`config.mk`:
```
export PLATFORM = sky130hd
export DESIGN_NAME = addr_watch_unit
export DESIGN_NICKNAME = d
export VERILOG_FILES = /design/src/rtl/addr_watch_unit.sv
export SDC_FILE = /design/constraint.sdc
export NUM_CORES = 1
export LEC_CHECK = 0
export ABC_AREA = 1
export ABC_CLOCK_PERIOD_IN_PS = 1100
export BUFFER_PORTS_ARGS = -buffer_cell sky130_fd_sc_hd__buf_2
export CORE_MARGIN = 4
export CORE_UTILIZATION = 43
export DETAILED_ROUTE_END_ITERATION = 8
export PLACE_DENSITY = 0.65
export SLEW_MARGIN = 0
export SYNTH_ARGS = -nofsm -noshare
export SYNTH_HDL_FRONTEND = slang
export SYNTH_SLANG_ARGS = --single-unit
```
`constraint.sdc`:
```
create_clock -name clk -period 1.1 [get_ports clk]
set_input_delay 0.055 -clock clk [delete_from_list [all_inputs] [get_ports clk]]
set_output_delay 0.055 -clock clk [all_outputs]
set_load 0.02 [all_outputs]
```
`src/rtl/addr_watch_unit.sv`:
```
module addr_watch_unit #(
  parameter int          NUM_WP   = 2,
  parameter logic [7:0]  TRAP_NUM = 8'h0B
) (
  input  logic        clk,
  input  logic        rst_n,
  input  logic        cfg_we,
  input  logic [1:0]  cfg_addr,
  input  logic [31:0] cfg_wdata,
  output logic [31:0] cfg_rdata,
  input  logic        if_valid,
  input  logic [31:2] if_addr,
  input  logic        dmem_valid,
  input  logic        dmem_write,
  input  logic [31:2] dmem_addr,
  output logic        trap_req,
  output logic [7:0]  trap_type
);

  logic [31:2]       base_q  [NUM_WP];
  logic [31:2]       mask_q  [NUM_WP];
  logic [NUM_WP-1:0] fetch_en, load_en, store_en, hit;

  for (genvar g = 0; g < NUM_WP; g++) begin : g_wp
    logic sel, if_match, d_match, d_kind_ok;
    assign sel = (int'(cfg_addr[1]) == g);

    always_ff @(posedge clk or negedge rst_n) begin
      if (!rst_n) begin
        base_q[g]   <= '0;
        mask_q[g]   <= '0;
        fetch_en[g] <= 1'b0;
        load_en[g]  <= 1'b0;
        store_en[g] <= 1'b0;
      end else if (cfg_we && sel) begin
        if (cfg_addr[0]) begin
          mask_q[g]   <= cfg_wdata[31:2];
          load_en[g]  <= cfg_wdata[1];
          store_en[g] <= cfg_wdata[0];
        end else begin
          base_q[g]   <= cfg_wdata[31:2];
          fetch_en[g] <= cfg_wdata[0];
        end
      end
    end

    assign if_match  = ((if_addr   ^ base_q[g]) & mask_q[g]) == '0;
    assign d_match   = ((dmem_addr ^ base_q[g]) & mask_q[g]) == '0;
    assign d_kind_ok = dmem_write ? store_en[g] : load_en[g];
    assign hit[g]    = (if_valid && fetch_en[g] && if_match) ||
                       (dmem_valid && d_kind_ok && d_match);

    p_disabled_silent_r8: assert property (@(posedge clk) disable iff (!rst_n)
      !(fetch_en[g] || load_en[g] || store_en[g]) |-> !hit[g]);
    p_no_fetch_hit_without_en_r5: assert property (@(posedge clk) disable iff (!rst_n)
      (hit[g] && !dmem_valid) |-> (fetch_en[g] && if_valid));
  end

  always_comb begin
    cfg_rdata = '0;
    for (int i = 0; i < NUM_WP; i++) begin
      if (int'(cfg_addr[1]) == i)
        cfg_rdata = cfg_addr[0] ? {mask_q[i], load_en[i], store_en[i]}
                                : {base_q[i], 1'b0, fetch_en[i]};
    end
  end

  assign trap_req  = |hit;
  assign trap_type = trap_req ? TRAP_NUM : 8'h00;

  p_needs_valid_r9: assert property (@(posedge clk) disable iff (!rst_n)
    trap_req |-> (if_valid || dmem_valid));
  p_trap_number_r10: assert property (@(posedge clk) disable iff (!rst_n)
    trap_req |-> (trap_type == 8'h0B));
  p_quiet_type_r10: assert property (@(posedge clk) disable iff (!rst_n)
    !trap_req |-> (trap_type == 8'h00));
  p_write_lands_r2: assert property (@(posedge clk) disable iff (!rst_n)
    ($past(cfg_we) && cfg_addr == $past(cfg_addr) && !$past(cfg_addr[0]))
      |-> cfg_rdata == ($past(cfg_wdata) & 32'hFFFF_FFFD));
  p_mask_write_lands_r3: assert property (@(posedge clk) disable iff (!rst_n)
    ($past(cfg_we) && cfg_addr == $past(cfg_addr) && $past(cfg_addr[0]))
      |-> cfg_rdata == $past(cfg_wdata));

endmodule

```
==> reports/summary.txt <==
Worst vdd ir: 1.13 mV
Fmax: 518 MHz
Routed length per instance: 15.1 µm
Top Ports: 141
Final Setup Violations: 36
CTS Buffer Depth: 2
Vias in the first global route: 8663
Final wirelength: 27400 µm
Starting density of the core: 0.441
Clock sink total: 126
Top_reg_cell synth: dfrtp_1
Mapped Area: 8310 µm²
Ranking of synthesized cells by area: dfrtp_1 (38%), nand2_1 (20%), nand3_1 (7.0%)
DRC viols: 0
Post-synth top area cell: dfrtp_1
Final setup margin: -0.831 ns
Synth top area share: 0.379
Clock-pin slew on the worst setup and hold paths: 0.06 ns
Distinct cells, synth: 20
RSZ-0062 raised after global routing: true
Initial drt markers: 589
Die height: 147 µm
Worst path cell trace: inv_2 -> nand2_2 -> nand3_2 -> nand2_2 -> nor2_2 -> nand2_1 -> nor2_1 -> nand2_1 -> nand2_2 -> inv_2 -> nand2_4 -> buf_6
Slowest cell on crit path: dfrtp_1
Max stage delay on crit path: 0.41 ns
Final period util: 1.76
Layout cells sized above 1: 0.328
Total global routing overflow: 0
Cell with the most instances after synthesis: nand2_1
HPWL after DPL: 19800 µm
# rows: 50
Post-synth EDFFs: 0
CTS H-tree lvls: 4
CTS Buf Count: 17
Worst hold margin: 0.0156 ns
Die area: 21600 µm²
NumNets Final: 1636
TritonCTS clock tree: built
DRT antenna net count: 0
First-pass GRT wire length: 43700 µm
Root buffer cell: clkbuf_16
Worst path arrival time: 1.88 ns
Pwr dens: 1500 nW/µm²
Asr flop ratio synth: 1.00
FF+latch count, synth: 126
Antenna violations before repair: 0
Core footprint: 18800 µm²
Critical Path Source Type: register
Kind of critical path: reg2out
Status: finished with violations
Clock skew: 0 ns
Clock period minus worst slack: 1.93 ns
Syn Area/Cell: 6.70 µm²
Failing checks: negative setup slack
IO buf count: 135
Seq/Total Area, Yosys: 0.379
Max FO, Critical Path: 4
Synth warn: 0
DP Worst Slack: -0.442 ns
Via count: 9028
Leak: 6.12 nW
CP Data Required Time: 1.04 ns
Min-Delay Path Class: in2async
Die width: 147 µm
Slew Viols, Final: 0
Worst-Skew Late Latency: 0.42 ns
Final RePlAce weighted congestion: 0.913
Initial DRT Pass Iterations: 5
R2r setup slk: 0.29 ns
DR vias/cell: 4.99
Max-cap viol count: 0
Fill cells: 1711
Syn Inst Count: 1241
Final core utilization: 0.622
Total GRT Usage: 0.252
Critical Path End Type: output pin
Largest net degree at the start of global routing: 49
Number of failing hold endpoints at the final stage: 0
Synth top cells by count: nand2_1 (450), inv_1 (153), dfrtp_1 (126)
CP dominant cell by count: nand2_2
Area Overhead vs Synth: 40.9%
-- metal layers --
layer | GRT usage | routed length, µm | vias up
met5 | 0 | 0 | -
met4 | 0.0881 | 767 | 0
met3 | 0.0312 | 1470 | 57
met2 | 0.412 | 12700 | 273
met1 | 0.347 | 12500 | 4159
li1 | - | - | 4539
-- what timing repair did --
item	in CTS	in global routing
setup buffers	13	17
resized for setup	169	68
setup endpoints to repair	36	36
hold endpoints to repair	229	0
cloned	0	0
hold buffers	31	0
pin swaps	26	42
-- area by class of cell --
type / count / area, µm² / share of cell area
Inverter: 155 / 584 / 0.0499
Multi-Input combinational cell: 911 / 4510 / 0.385
Clock buffer: 22 / 444 / 0.0379
Antenna cell: 1 / 2.50 / 0.000214
Tap cell: 260 / 325 / 0.0278
Clock inverter: 9 / 95.1 / 0.00812
Timing Repair Buffer: 325 / 2600 / 0.222
Sequential cell: 126 / 3150 / 0.269
-- power by group --
group | total [W] | internal [W] | switching, W
clock network | 0.00534 | 0.00329 | 0.00205
registers | 0.00618 | 0.00538 | 0.000796
logic | 0.00610 | 0.00285 | 0.00324
-- worst max-delay path: cells and delay by family (launching register included) --
family,cells,cell delay [ns]
buf+inv,3,0.27
flops,1,0.41
simple gates,9,0.79
-- per-stage QoR --
step | area, µm² | power [W] | TNS [ns] | cells
after floorplan | 8350 | 0.00897 | -0.536 | 1245
after global placement | 10100 | 0.0112 | -3.44 | 1726
after detailed placement | 10100 | 0.0113 | -3.33 | 1726
after CTS | 11400 | 0.0173 | -14.84 | 1797
after global routing | 11700 | 0.0187 | -17.43 | 1808
final | 11700 | 0.0176 | -14.85 | 1809
-- final timing paths --
kind                                            to  depth (start not counted)              startpoint
max                                       trap_req                         12  base_q[18]$_DFFE_PN0P_
min                         mask_q[41]$_DFFE_PN0P_                          2                   rst_n
max reg2reg                 base_q[33]$_DFFE_PN0P_                          3  base_q[33]$_DFFE_PN0P_
min reg2reg                 load_en[1]$_DFFE_PN0P_                          2  load_en[1]$_DFFE_PN0P_
max in group asynchronous    base_q[8]$_DFFE_PN0P_                          3                   rst_n
min in group clk           fetch_en[0]$_DFFE_PN0P_                          3            cfg_wdata[0]
-- cell usage in the layout, fill, tap and decap left out, types with 37 or more instances in the layout --
| master | synthesis | layout |
|---|---|---|
| buf_4 | 13 | 142 |
| o21ai_2 | 54 | 66 |
| nor2_1 | 82 | 61 |
| o21ai_1 | 80 | 134 |
| nand2_1 | 450 | 434 |
| inv_2 | 1 | 37 |
| buf_6 | 25 | 40 |
| nand3_1 | 117 | 106 |
| inv_1 | 153 | 117 |
| dfrtp_1 | 126 | 125 |
| buf_2 | 5 | 98 |
-- flip-flops by register name, indices dropped and copies added (netlist names) --
name / flops
mask_q: 60
store_en: 2
fetch_en: 2
base_q: 60
load_en: 2
-- kinds of logic after synthesis --
kind of cell	Yosys count	synth area share
buffers and inverters	208	0.124
DFF	126	0.379
and+or+nand+nor	653	0.319
AOI/OAI and AO/OA	253	0.177
other	1	0.000451
(Power assumes the default switching activity.)
